`src/rtl/dtl_pkg.sv`:
```
`timescale 1ns/1ps
package dtl_pkg;
  typedef enum logic {
    TAP_DUAL   = 1'b0,
    TAP_SINGLE = 1'b1
  } tap_mode_e;

  typedef enum logic {
    SEQ_IDLE = 1'b0,
    SEQ_RUN  = 1'b1
  } seq_state_e;
endpackage

```
`src/rtl/dtl_rst_sync.sv`:
```
`timescale 1ns/1ps
module dtl_rst_sync #(
  parameter int SYNC_STAGES = 2
) (
  input  logic clk,
  input  logic rst_n,
  output logic rst_n_sync
);
  logic [SYNC_STAGES-1:0] stg_q;
  logic [SYNC_STAGES-1:0] stg_nxt;

  always_comb begin
    stg_nxt = {stg_q[SYNC_STAGES-2:0], 1'b1};
  end

  always_ff @(posedge clk or negedge rst_n) begin
    if (!rst_n) stg_q <= '0;
    else        stg_q <= stg_nxt;
  end

  assign rst_n_sync = stg_q[SYNC_STAGES-1];
endmodule

```
`src/rtl/dtl_phase_gen.sv`:
```
`timescale 1ns/1ps
module dtl_phase_gen #(
  parameter int PH_W = 2
) (
  input  logic clk,
  input  logic rst_n,
  output logic ref_clk,
  output logic samp_en
);
  logic [PH_W-1:0] ph_q;
  logic [PH_W-1:0] ph_nxt;

  always_comb begin
    ph_nxt = ph_q + PH_W'(1);
  end

  always_ff @(posedge clk or negedge rst_n) begin
    if (!rst_n) ph_q <= '0;
    else        ph_q <= ph_nxt;
  end

  // reference is high in the first half of the phase count
  assign ref_clk = ~ph_q[PH_W-1];
  // last phase: the coming edge is the reference rising edge
  assign samp_en = &ph_q;
endmodule

```
`src/rtl/dtl_trig_sample.sv`:
```
`timescale 1ns/1ps
module dtl_trig_sample (
  input  logic clk,
  input  logic rst_n,
  input  logic samp_en,
  input  logic trig,
  output logic trig_rise
);
  logic trig_q;
  logic trig_nxt;

  always_comb begin
    trig_nxt = trig_q;
    if (samp_en) trig_nxt = trig;
  end

  always_ff @(posedge clk or negedge rst_n) begin
    if (!rst_n) trig_q <= 1'b0;
    else        trig_q <= trig_nxt;
  end

  // only meaningful at the sampling edge; trig was launched half a period earlier
  assign trig_rise = samp_en & trig & ~trig_q;
endmodule

```
`src/rtl/dtl_line_seq.sv`:
```
`timescale 1ns/1ps
module dtl_line_seq
  import dtl_pkg::*;
#(
  parameter int LINE_LEN = 64,
  parameter int C_W      = 7
) (
  input  logic           clk,
  input  logic           rst_n,
  input  logic           trig_rise,
  input  logic           tap_sel,
  output logic           run,
  output logic [C_W-1:0] cnt,
  output tap_mode_e      mode
);
  localparam logic [C_W-1:0] LAST = C_W'(2*LINE_LEN-1);

  seq_state_e     st_q, st_nxt;
  logic [C_W-1:0] cnt_q, cnt_nxt;
  tap_mode_e      mode_q, mode_nxt;

  always_comb begin
    st_nxt   = st_q;
    cnt_nxt  = cnt_q;
    mode_nxt = mode_q;
    unique case (st_q)
      SEQ_IDLE: begin
        if (trig_rise) begin
          st_nxt   = SEQ_RUN;
          cnt_nxt  = '0;
          mode_nxt = tap_mode_e'(tap_sel);
        end
      end
      SEQ_RUN: begin
        if (cnt_q == LAST) begin
          st_nxt  = SEQ_IDLE;
          cnt_nxt = '0;
        end else begin
          cnt_nxt = cnt_q + C_W'(1);
        end
      end
      default: st_nxt = SEQ_IDLE;
    endcase
  end

  always_ff @(posedge clk or negedge rst_n) begin
    if (!rst_n) begin
      st_q   <= SEQ_IDLE;
      cnt_q  <= '0;
      mode_q <= TAP_DUAL;
    end else begin
      st_q   <= st_nxt;
      cnt_q  <= cnt_nxt;
      mode_q <= mode_nxt;
    end
  end

  assign run  = (st_q == SEQ_RUN);
  assign cnt  = cnt_q;
  assign mode = mode_q;
endmodule

```
`src/rtl/dtl_formatter.sv`:
```
`timescale 1ns/1ps
module dtl_formatter
  import dtl_pkg::*;
#(
  parameter int          PIX_W   = 12,
  parameter int          C_W     = 7,
  parameter int unsigned PAT_XOR = 'h5A3
) (
  input  logic             clk,
  input  logic             rst_n,
  input  logic             run,
  input  logic [C_W-1:0]   cnt,
  input  tap_mode_e        mode,
  output logic [PIX_W-1:0] odd_px,
  output logic [PIX_W-1:0] even_px,
  output logic             strobe,
  output logic             lval
);
  localparam int              N_TAPS = 2;
  localparam logic [PIX_W-1:0] XMASK = PIX_W'(PAT_XOR);

  function automatic logic [PIX_W-1:0] pix_of(input logic [C_W-1:0] n);
    return PIX_W'(n) ^ XMASK;
  endfunction

  logic [C_W-1:0] n_half;
  logic [C_W-1:0] n_pair_lead;
  logic [C_W-1:0] n_single;
  logic [PIX_W-1:0] tap_bus [N_TAPS];

  always_comb begin
    n_half      = cnt >> 1;
    n_pair_lead = n_half | C_W'(1);
    n_single    = n_half + C_W'(1);
  end

  for (genvar t = 0; t < N_TAPS; t++) begin : g_tap
    logic [PIX_W-1:0] v_nxt;
    logic [PIX_W-1:0] v_q;

    if (t == 0) begin : g_lead
      always_comb begin
        v_nxt = '0;
        if (run) begin
          if (mode == TAP_DUAL) v_nxt = pix_of(n_pair_lead);
          else                  v_nxt = pix_of(n_single);
        end
      end
    end else begin : g_trail
      always_comb begin
        v_nxt = '0;
        if (run && mode == TAP_DUAL) v_nxt = pix_of(n_pair_lead + C_W'(t));
      end
    end

    always_ff @(posedge clk or negedge rst_n) begin
      if (!rst_n) v_q <= '0;
      else        v_q <= v_nxt;
    end

    assign tap_bus[t] = v_q;
  end

  logic strobe_nxt, strobe_q;
  logic lval_nxt, lval_q;

  always_comb begin
    lval_nxt   = run;
    strobe_nxt = 1'b0;
    if (run) strobe_nxt = (mode == TAP_DUAL) ? cnt[1] : cnt[0];
  end

  always_ff @(posedge clk or negedge rst_n) begin
    if (!rst_n) begin
      strobe_q <= 1'b0;
      lval_q   <= 1'b0;
    end else begin
      strobe_q <= strobe_nxt;
      lval_q   <= lval_nxt;
    end
  end

  assign odd_px  = tap_bus[0];
  assign even_px = tap_bus[1];
  assign strobe  = strobe_q;
  assign lval    = lval_q;
endmodule

```
`src/rtl/dual_tap_line_out.sv`:
```
`timescale 1ns/1ps
module dual_tap_line_out
  import dtl_pkg::*;
#(
  parameter int          LINE_LEN    = 64,
  parameter int          PIX_W       = 12,
  parameter int unsigned PAT_XOR     = 'h5A3,
  parameter int          SYNC_STAGES = 2
) (
  input  logic             clk,
  input  logic             rst_n,
  input  logic             trig,
  input  logic             tap_sel,
  output logic             ref_clk,
  output logic [PIX_W-1:0] odd_px,
  output logic [PIX_W-1:0] even_px,
  output logic             strobe,
  output logic             lval
);
  // core clock runs at four times the reference clock
  localparam int PH_W = 2;
  localparam int C_W  = $clog2(2*LINE_LEN);

  logic           rst_n_int;
  logic           samp_en;
  logic           trig_rise;
  logic           run;
  logic [C_W-1:0] cnt;
  tap_mode_e      line_mode;

  dtl_rst_sync #(.SYNC_STAGES(SYNC_STAGES)) i_rst (
    .clk(clk), .rst_n(rst_n), .rst_n_sync(rst_n_int)
  );

  dtl_phase_gen #(.PH_W(PH_W)) i_phase (
    .clk(clk), .rst_n(rst_n_int), .ref_clk(ref_clk), .samp_en(samp_en)
  );

  dtl_trig_sample i_trig (
    .clk(clk), .rst_n(rst_n_int), .samp_en(samp_en), .trig(trig),
    .trig_rise(trig_rise)
  );

  dtl_line_seq #(.LINE_LEN(LINE_LEN), .C_W(C_W)) i_seq (
    .clk(clk), .rst_n(rst_n_int), .trig_rise(trig_rise), .tap_sel(tap_sel),
    .run(run), .cnt(cnt), .mode(line_mode)
  );

  dtl_formatter #(.PIX_W(PIX_W), .C_W(C_W), .PAT_XOR(PAT_XOR)) i_fmt (
    .clk(clk), .rst_n(rst_n_int), .run(run), .cnt(cnt), .mode(line_mode),
    .odd_px(odd_px), .even_px(even_px), .strobe(strobe), .lval(lval)
  );
endmodule

```
`config.mk`:
```
export PLATFORM = sky130hd
export DESIGN_NAME = dual_tap_line_out
export DESIGN_NICKNAME = d
export VERILOG_FILES = /design/src/rtl/dtl_pkg.sv /design/src/rtl/dtl_rst_sync.sv /design/src/rtl/dtl_phase_gen.sv /design/src/rtl/dtl_trig_sample.sv /design/src/rtl/dtl_line_seq.sv /design/src/rtl/dtl_formatter.sv /design/src/rtl/dual_tap_line_out.sv
export SDC_FILE = /design/constraint.sdc
export NUM_CORES = 1
export LEC_CHECK = 0
export BUFFER_PORTS_ARGS = -buffer_cell sky130_fd_sc_hd__buf_2
export CORE_MARGIN = 2
export CORE_UTILIZATION = 42
export CTS_CLUSTER_DIAMETER = 80
export CTS_CLUSTER_SIZE = 20
export DETAILED_ROUTE_END_ITERATION = 8
export SETUP_SLACK_MARGIN = 0.1
export SLEW_MARGIN = 20
export SYNTH_ARGS = -nofsm -noshare
export SYNTH_HDL_FRONTEND = slang
export SYNTH_SLANG_ARGS = --single-unit
```
`constraint.sdc`:
```
create_clock -name clk -period 2.5 [get_ports clk]
set_input_delay 0.25 -clock clk [delete_from_list [all_inputs] [get_ports clk]]
set_output_delay 0.25 -clock clk [all_outputs]
set_load 0.02 [all_outputs]
```
After elaboration in Yosys (flattened, before gate mapping)
Cells that the tools add are included.
{ "word_totals": {"regBits": 40, "in_bits": 4, "output_inout_bits": 27, "word_cells": 39} }
{ "classes": {"addsub": 4, "eq_ne": 2, "n_mux": 11, "bitwise_logic": 9, "n_reduce_logical": 3} }
{ "op_table": {"columns": ["cell", "count"], "rows": [
  ["$mux W11", 3],
  ["$not A3 Y6", 3],
  ["$add A6 B1 Y7 const B", 2],
  ["$mux W7", 2],
  ["$pmux W7 S2", 1],
  ["$add A7 B1 Y7 const B", 1],
  ["$eq A7 B7 Y1 const B", 1],
  ["$mux W1", 4],
  ["$not A1 Y1", 4],
  ["$reduce_and A2 Y1", 2],
  ["$add A2 B1 Y2 const B", 1],
  ["$and A1 B1 Y1", 2],
  ["$ne A2 B1 Y1 const B", 1],
  ["$pmux W1 S2", 1],
  ["$logic_and A1 B1 Y1", 1]
]} }

Depth between registers and ports, before layout
Gate-level depths: netlist (run 1).
{ "depth": {"word_depth": 5, "ltp_mapped": 5, "depth_no_buf": 4} }

By module
A second synthesis (run 1) with hierarchy kept.
{ "unflattened": {"hier_cells": 124, "area_unflattened_um2": 1373.8} }
{ "by_module_without_submodules": {"columns": ["mod", "instances", "cells_per_inst", "area_each_um2", "seq_area_each_um2"], "rows": [
  ["dtl_formatter", 1, 67, 738.2, 400.4],
  ["dtl_line_seq", 1, 46, 461.7, 225.2],
  ["dtl_phase_gen", 1, 5, 70.1, 50.0],
  ["dtl_rst_sync", 1, 3, 53.8, 50.0],
  ["dtl_trig_sample", 1, 3, 50.0, 25.0]
]} }

Worst setup path before layout (run 1)
OpenSTA, ideal clock, no wires.
{ "synth_timing": {"kind": "register to register", "startpoint": "register i_seq.cnt_q[2] (netlist: i_seq.cnt[2])", "endpoint": "register i_fmt.g_tap[0].v_q[5] (netlist: i_fmt.odd_px[5])", "setup_ps": 120, "arrival_time_ps": 1287, "t_required_ps": 2380, "setup_slack_ps": 1093, "stages_incl_launch_ff": 5, "path_buffers": 0, "period_less_slack_ps": 1407, "path_cell_list": "dfrtp_1 > ha_1 > nand3_2 > or3_1 > and3_1"} }
{ "synth_via": {"elab_chain_len": 4} }
{ "synth_lines": {"columns": ["element", "line", "rtl"], "rows": [
  ["start: declaration", "dtl_line_seq.sv:19", "logic [C_W-1:0] cnt_q, cnt_nxt;"],
  ["start signal: assignment", "dtl_line_seq.sv:53", "cnt_q <= cnt_nxt;"],
  ["$add A6 B1 Y7", "dtl_formatter.sv:34", "n_single = n_half + C_W'(1);"],
  ["$not A3 Y6 (no source line)", null, null],
  ["$mux W11", "dtl_formatter.sv:45", "if (mode == TAP_DUAL) v_nxt = pix_of(n_pair_lead);"],
  ["$mux W11", "dtl_formatter.sv:44", "if (run) begin"],
  ["net i_fmt.g_tap[0].v_nxt[5]", "dtl_formatter.sv:38", "logic [PIX_W-1:0] v_nxt;"],
  ["end signal: assignment", "dtl_formatter.sv:58", "else v_q <= v_nxt;"],
  ["end: declaration", "dtl_formatter.sv:39", "logic [PIX_W-1:0] v_q;"]
]} }
The timed path passes the listed nets, and every way through them passes these cells.
A chain may end at the register's enable or synchronous reset.

Worst setup path after layout (run 1)
{ "layout_timing": {"startpoint": "register i_seq.cnt_q[3] (netlist: i_seq.cnt[3])", "endpoint": "register i_fmt.g_tap[0].v_q[5] (netlist: i_fmt.odd_px[5])"} }
Same word-level chain as after synthesis.

==> results by stage, run 1 <==
Outcome:
- The run finished with clean final reports.

Floorplan:
- Once the floorplan was initialized, standard cells occupied ~44% of the core.
- The vertical extent of the die is 60.7 um.
- The die covers around 0.0037 mm2.
- Pin placement for this block handled 31 I/O pins.
- The die is between 60 and 70 um wide.
- The total area inside the core boundary comes to about 0.003 mm2.
- The count of standard-cell rows is 20.

CTS:
- The number of levels the H-tree was split into is 2.
- The CTS root buffer is sky130_fd_sc_hd__clkbuf_4.
- The tree built by TritonCTS fans out to 30 sinks.
- TritonCTS built the clock tree.
- Gates resized during post-CTS repair numbered 0.
- The clock edge transition at the registers on the reported setup and hold paths is about 100 ps.
- Clock latency on the worst-skew pair, taken at its later pin, is 330 ps.
- In this run, CTS created clock tree buffers numbering 5.
- The clock tree buffer depth is 2.

Min path:
- The class of the worst hold path is in2reg.

Setup path:
- The slowest stage of the critical path belongs to the cell sky130_fd_sc_hd__dfrtp_1.
- STA puts the critical path data required time at 2720 ps.
- The worst setup path is of the reg2reg kind.
- The cell class contributing the biggest share of worst-path delay is simple AND/OR/NAND/NOR gates.
- STA classifies the critical path endpoint as a flop.
- The worst setup path is launched from a flop.
- Traced cell by cell, the critical path runs through ha_1, nand3_2, or3_1, and3_1.
- The critical-path maximum fanout is 7.
- The number of buffers and inverters on the critical path is 0.
- The maximum cell stage delay along the critical path is around 480 ps.
- The arrival time of data at the critical path endpoint is 1790 ps.

STA:
- The tightest hold path in the finished design has a slack of about 150 ps.
- The setup-violating endpoint count in the final report is 0.
- The total negative setup slack is 0 ps.
- The final worst-path cycle share is 62.9%.
- Setup repair after global routing left no endpoint under its margin.
- The time the final worst path needs with I/O delays and setup is about 1600 ps.
- For this run, the top clock speed supported by timing is between 600 and 700 MHz.
- The worst path meets setup with between 900 and 1000 ps of slack.
- The clock arrives with approximately 8 ps of skew.
- The normalized max-slew margin is 62.6%.
- The hold violation total from the final report came to 0.
- The total count of max-transition violations in the final report is 0.
- The transition time at the pin with the least slew margin is around 560 ps.

Yosys:
- Among all cell types in the netlist, the one instantiated most often is sky130_fd_sc_hd__dfrtp_1.
- The synthesized design spends more area on one cell type than any other, namely sky130_fd_sc_hd__dfrtp_1.
- Counting flops and latches in the post-synthesis netlist gives 30.
- After synthesis, flip-flops and latches occupy between 50% and 60% of the total area.
- The distinct cell type count after synthesis is 32.
- The synthesized netlist occupies a cell area of roughly 0.0014 mm2.
- The instance count of the mapped netlist is 123.
- Among all flip-flop cells after synthesis, the most frequent one is sky130_fd_sc_hd__dfrtp_1.
- Yosys mapped a number of flops with a built-in enable equal to 0.
- Of all flip-flops after synthesis, the portion carrying an async set or reset was 100%.
- The number of warnings reported in the yosys synthesis log is 0.
- The average instance in the mapped netlist occupies ~11 um2.
- In the synthesized netlist, the cells that appear most often are sky130_fd_sc_hd__dfrtp_1, sky130_fd_sc_hd__buf_4, sky130_fd_sc_hd__nand2_1, sky130_fd_sc_hd__inv_1.
- By area the synthesized netlist is led by sky130_fd_sc_hd__dfrtp_1, sky130_fd_sc_hd__buf_4, sky130_fd_sc_hd__ha_1.
- The area fraction of the dominant cell type after synthesis is 55.6%.

Layout:
- The final net count is 154.
- The number of antenna repair diodes is 0.
- The final standard cell utilization of the core is about half.
- The ratio of cells with drive above 1 in the final layout is 26.7%.
- Once layout is done, the placed cells without fillers occupy 0.00157 mm2.
- The synthesis-to-layout area growth is 16.6%.
- The filler cell count in the final layout is approximately 300.

Detailed routing:
- The first-pass detailed-route iteration total is 4.
- After detailed routing, the number of vias per cell comes to between 4 and 5.
- The DRC violation total after the first TritonRoute iteration is 16.
- Dividing the detail-routed wire length by the instance count gives 11.2 um.
- Detailed routing inserted a total of about 890 vias.
- For this block, the routed nets add up to roughly 2.1 mm of wire.
- The final routed DRC violation total is 0.
- The remaining antenna violation count is 0.

GRT:
- The initial antenna violation count is 0.
- The number of global-route vias before repair is 822.
- The first global-routing pass estimated between 3 and 4 mm of wire.
- The total congestion overflow is 0.
- Entering global routing, the biggest net connects 29 pins.
- The overall track demand over capacity in global routing is 14.2%.

Place:
- The worst slack after detailed placement is approximately 950 ps.
- After legalization and detailed placement, the total HPWL measured 1.56 mm.
- Summing all placed instances gives a cell area of between 0.001 and 0.0015 mm2.
- The number of buffers added on ports is 26.
- The placer congestion estimate is approximately 0.89.

Pwr:
- The total power density per cell area is around 1100 mW/mm2.
- The standby leakage power is 0.000769 uW.
- The worst-case IR drop observed on VDD is between 0.6 and 0.7 mV.

Run:
- The reported max-cap violation count is 0.
[cell type report]
class | count | area [um2] | share of cell area (%)
Tap cell | 44 | 55.1 | 3.50
Inverter | 7 | 26.3 | 1.67
Sequential cell | 30 | 751 | 47.7
Clock buffer | 6 | 51.3 | 3.26
Multi-Input combinational cell | 73 | 483 | 30.7
Clock inverter | 2 | 60.1 | 3.82
Timing Repair Buffer | 28 | 148 | 9.38
[final timing paths]
path	to	cells past startpoint	slack, ps	from
worst max-delay path	i_fmt.odd_px[5]	4	930	i_seq.cnt[3]
worst min-delay path	i_seq.mode	2	150	tap_sel
worst max register to register	i_fmt.odd_px[5]	4	930	i_seq.cnt[3]
worst min register to register	i_fmt.odd_px[3]	1	230	i_rst.stg_q[1]
max in group asynchronous	i_trig.trig_q	1	2010	i_rst.stg_q[1]
min in group asynchronous	i_rst.stg_q[0]	2	220	rst_n
[cells by family (layout without fill, tap and decap cells)]
logic type	count (synthesis)	after routing	share of synthesized area, %
simple gates	42	42	17.1
flops	30	30	55.6
buf+inv	23	43	9.45
compound gates	9	9	4.36
xor+xnor	7	7	4.54
fa+ha+maj	5	5	4.63
mux	5	5	3.80
other cells	2	5	0.556
[timing repair]
action | in CTS | in global routing
setup buffers | 0 | 0
hold endpoints to repair | 2 | 0
hold buffers | 1 | 0
setup endpoints to repair | 0 | 0
[through the flow]
step / power [uW] / std cells
2_1_floorplan: 1180 / 126
3_3_place_gp: 1300 / 181
3_5_place_dp: 1310 / 181
4_1_cts: 1810 / 190
5_1_grt: 1920 / 190
6_report: 1780 / 190
[layer usage]
metal	GRT usage [%]	share of wire [%]	up-vias
met3	5.54	5.6	7
li1	-	-	433
met4	11.2	2.8	0
met2	21.7	50	23
met5	0	0	-
met1	15.8	42	430
[power breakdown]
part	total [uW]	internal [uW]	switching, uW
Clock	501	339	162
Sequential	758	613	146
Combinational	525	223	302
[placed cells by master (no fill, tap or decap)]
master / instances
sky130_fd_sc_hd__dlygate4sd3_1: 1
sky130_fd_sc_hd__nand3b_1: 1
sky130_fd_sc_hd__bufinv_16: 2
sky130_fd_sc_hd__dfrtp_1: 30
sky130_fd_sc_hd__o21bai_1: 1
sky130_fd_sc_hd__xnor2_1: 6
sky130_fd_sc_hd__nor2b_1: 2
sky130_fd_sc_hd__o31ai_1: 1
sky130_fd_sc_hd__conb_1: 5
sky130_fd_sc_hd__nand2b_1: 2
sky130_fd_sc_hd__o21ai_1: 1
sky130_fd_sc_hd__nor3_2: 1
sky130_fd_sc_hd__nand2_1: 10
sky130_fd_sc_hd__clkbuf_4: 5
sky130_fd_sc_hd__o21ai_0: 3
sky130_fd_sc_hd__nor3_1: 1
sky130_fd_sc_hd__mux2_2: 1
sky130_fd_sc_hd__nor2_1: 5
sky130_fd_sc_hd__and3_1: 3
sky130_fd_sc_hd__or3_1: 1
sky130_fd_sc_hd__mux2i_1: 4
sky130_fd_sc_hd__nand4_1: 3
sky130_fd_sc_hd__clkbuf_8: 1
sky130_fd_sc_hd__o221ai_1: 1
sky130_fd_sc_hd__xor2_1: 1
sky130_fd_sc_hd__buf_4: 1
sky130_fd_sc_hd__inv_1: 7
sky130_fd_sc_hd__and2_1: 6
sky130_fd_sc_hd__nand3_2: 1
sky130_fd_sc_hd__ha_1: 5
sky130_fd_sc_hd__and4_2: 1
sky130_fd_sc_hd__buf_2: 26
sky130_fd_sc_hd__nand3_1: 5
sky130_fd_sc_hd__a31oi_1: 1
sky130_fd_sc_hd__o32ai_1: 1
[flip-flops by register name (all words and copies together) (netlist names)]
register / flops
i_rst.stg_q: 2
i_fmt.odd_px: 8
i_trig.trig_q: 1
i_fmt.strobe: 1
i_fmt.even_px: 7
i_seq.mode: 1
i_seq.cnt: 7
i_phase.ph_q: 2
i_seq.run: 1
(Power assumes the default switching activity.)
==> inputs of run 2 (changes only) <==
--- a/config.mk
+++ b/config.mk
@@ -11,6 +11,7 @@
 export CTS_CLUSTER_DIAMETER = 80
 export CTS_CLUSTER_SIZE = 20
 export DETAILED_ROUTE_END_ITERATION = 8
+export PLACE_DENSITY = 0.67
 export SETUP_SLACK_MARGIN = 0.1
 export SLEW_MARGIN = 20
 export SYNTH_ARGS = -nofsm -noshare
==> constraint.sdc (replaced) <==
create_clock -name clk -period 1.4 [get_ports clk]
set_input_delay 0.14 -clock clk [delete_from_list [all_inputs] [get_ports clk]]
set_output_delay 0.14 -clock clk [all_outputs]
set_load 0.02 [all_outputs]
==> results by stage, run 2 (same netlist as run 1, synthesis figures left out) <==
Outcome:
- The run finished with clean final reports.

CTS:
- The clock passes through at most 2 buffers.
- The clock insertion delay at the later pin of the skew report is 330 ps.
- Clock-pin slew was measured on the worst setup and hold paths at 90 ps.
- Clock tree synthesis found a total of 30 sinks.
- Counting the buffers created by CTS gives 5.
- The H-tree was split into 2 levels.
- The CTS root buffer is sky130_fd_sc_hd__clkbuf_4.
- The clock tree from TritonCTS is built.

Place:
- The congestion estimate from routability-driven global placement came to around 0.90.
- The HPWL after detailed placement is between 1.5 and 2 mm.
- The number of instances in the placed design is 188.
- The area of placed instances is between 0.0015 and 0.002 mm2.
- Buffers placed on the I/O ports in this run total 26.

Pwr:
- The standby leakage power is just over 0.0008 uW.
- Dividing total power by cell area gives a power density of between 1500 and 2000 mW/mm2.
- VDD sags by at most roughly 0.97 mV.
- The completed layout was analyzed and its total power is between 3000 and 4000 uW.

Run:
- Max-cap violations in this run came to 0.

Min path:
- The capture endpoint of the worst hold path is i_seq.mode.
- Along the worst hold path, the cell count comes to 2.
- The launch instance of the worst min-delay path is tap_sel.
- The class of the worst hold path is in2reg.

STA:
- Derived from the worst setup path, the maximum achievable clock frequency is approximately 800 MHz.
- On the final layout, the worst clock skew is 8.09 ps.
- The total negative setup slack is 0 ps.
- The time the final worst path needs with I/O delays and setup is around 1300 ps.
- Setup repair after global routing left no endpoint under its margin.
- The total count of max-transition violations in the final report is 0.
- The hold violation total from the final report came to 0.
- Setup violations remaining at the end of the flow were counted as 0.
- After layout, the worst path uses 91.3% of the clock period.

Setup path:
- The number of buffers and inverters on the critical path is 0.
- The startpoint of the worst-slack reg-to-reg timing path is i_seq.cnt[3].
- Of all nets on the critical path, the largest fanout is 4.
- The critical path goes through ha_4, nand3_4, or3_1, and3_1.
- The kind of cell with the highest combined delay along the critical path is simple AND/OR/NAND/NOR gates.
- The launching element type of the critical path is a flop.
- The arrival time of data at the critical path endpoint is around 1500 ps.
- The cell type of the slowest stage on the worst timing path is sky130_fd_sc_hd__dfrtp_1.
- The critical path start-end classification is reg2reg.
- In this run the critical register-to-register path is captured at i_fmt.odd_px[5].
- The path depth of the worst reg2reg path is 4.
- The category of the worst setup path capture point is a flop.
- For this run, the slowest stage of the critical path takes approximately 410 ps.
- For the worst setup path, the data required time is approximately 1600 ps.
- The worst-case register-to-register setup slack is around 120 ps.

Floorplan:
- The area of the core is 0.00305 mm2.
- The count of standard-cell rows is 20.
- Measured along the x axis, the die boundary spans around 60 um.
- 31 I/O pins were placed.
- The die covers 0.00368 mm2.
- The vertical extent of the die is slightly above 60 um.
- The initial cell density of the core is 44.2%.

Detailed routing:
- The via count is 950.
- The via count normalized by instance count is 4.66.
- The routed wire length is between 2 and 2.5 mm.
- In this run, the number of DRC markers left after iteration 0 of detailed routing was 10.
- Dividing the detail-routed wire length by the instance count gives 11.7 um.
- The final routed DRC violation total is 0.
- The first-pass detailed-route iteration total is 4.
- The remaining antenna violation count is 0.

GRT:
- Global routing consumed, over all layers together, 14.6% of the routing resources.
- Entering global routing, the biggest net connects 29 pins.
- The number of global-route vias before repair is between 800 and 900.
- The total congestion overflow is 0.
- The initial antenna violation count is 0.
- The wire length of the first global-routing pass is between 3 and 4 mm.

Layout:
- The net count of the finished layout is between 150 and 200.
- The total non-filler cell area in the finished layout is around 0.0017 mm2.
- Once layout is complete, the cells apart from fillers number between 200 and 250.
- The area growth from synthesis to layout is 25.9%.
- The post-route netlist has about 40% of its cells at a drive strength greater than 1.
- Cells fill 55.7% of the core in the end.
- The number of antenna diodes in the final layout is 0.
- The number of flip-flops in the largest register is 8.
- In the layout the commonest cells are sky130_fd_sc_hd__dfrtp_1, sky130_fd_sc_hd__buf_2, sky130_fd_sc_hd__buf_4.
## run 2: changes by cell type in the layout (fill, tap and decap cells not counted), moves of 2 or more
cell | before | now
sky130_fd_sc_hd__dfrtp_2 | 0 | 4
sky130_fd_sc_hd__ha_4 | 0 | 2
sky130_fd_sc_hd__buf_6 | 0 | 2
sky130_fd_sc_hd__ha_1 | 5 | 3
sky130_fd_sc_hd__buf_4 | 1 | 13
sky130_fd_sc_hd__dfrtp_1 | 30 | 26
sky130_fd_sc_hd__bufinv_16 | 2 | 0
## run 2: layout make-up
class	instances	area, um2
tap	44	55.1
sequential	30	756
clock inverter	1	5.00
timing repair buffer	42	260
fill	309	1350
multi-input combinational	73	542
inverter	7	26.3
clock buffer	7	55.1
## run 2: routing by layer
| metal | track usage, % | wire [um] | vias up |
|---|---|---|---|
| met5 | 0 | 0 | - |
| met4 | 5.59 | 44 | 0 |
| met3 | 6.40 | 127 | 6 |
| met2 | 22.4 | 1180 | 21 |
| met1 | 18.2 | 1040 | 461 |
| li1 | - | - | 462 |
## run 2: worst max-delay path by stage
stage                  from         endpoint  slack [ps]  depth (start not counted)
2_1_floorplan  i_seq.cnt[2]  i_fmt.odd_px[5]         110                          4
3_3_place_gp   i_seq.cnt[1]     i_seq.cnt[5]          50                          4
3_5_place_dp   i_seq.cnt[1]     i_seq.cnt[3]          60                          4
4_1_cts        i_seq.cnt[1]     i_seq.cnt[3]         100                          4
5_1_grt        i_seq.cnt[3]  i_fmt.odd_px[5]          50                          4
6_report       i_seq.cnt[3]  i_fmt.odd_px[5]         120                          4
## run 2: metrics by stage
step / hold WS (ps) / setup WS [ps]
floorplan: -156 / 114
global placement: -75.7 / 52.7
detailed placement: -71.7 / 55.4
CTS: 28.9 / 100
global route: 20.9 / 54.6
finish: 37.6 / 121
## run 2: report_power, final
part           internal (uW)  total [uW]  switching [uW]
clock                    243         531             288
combinational            626        1370             746
sequential              1100        1270             164
total                   1970        3170            1200
## run 2: timing repair
item / 4_1_cts / 5_1_grt
setup buffers: 3 / 4
pin swaps: 2 / 4
resized for setup: 3 / 11
gates cloned: 0 / 0
hold buffers: 1 / 0
setup endpoints to repair: 6 / 11
endpoints found under the hold margin: 2 / 0
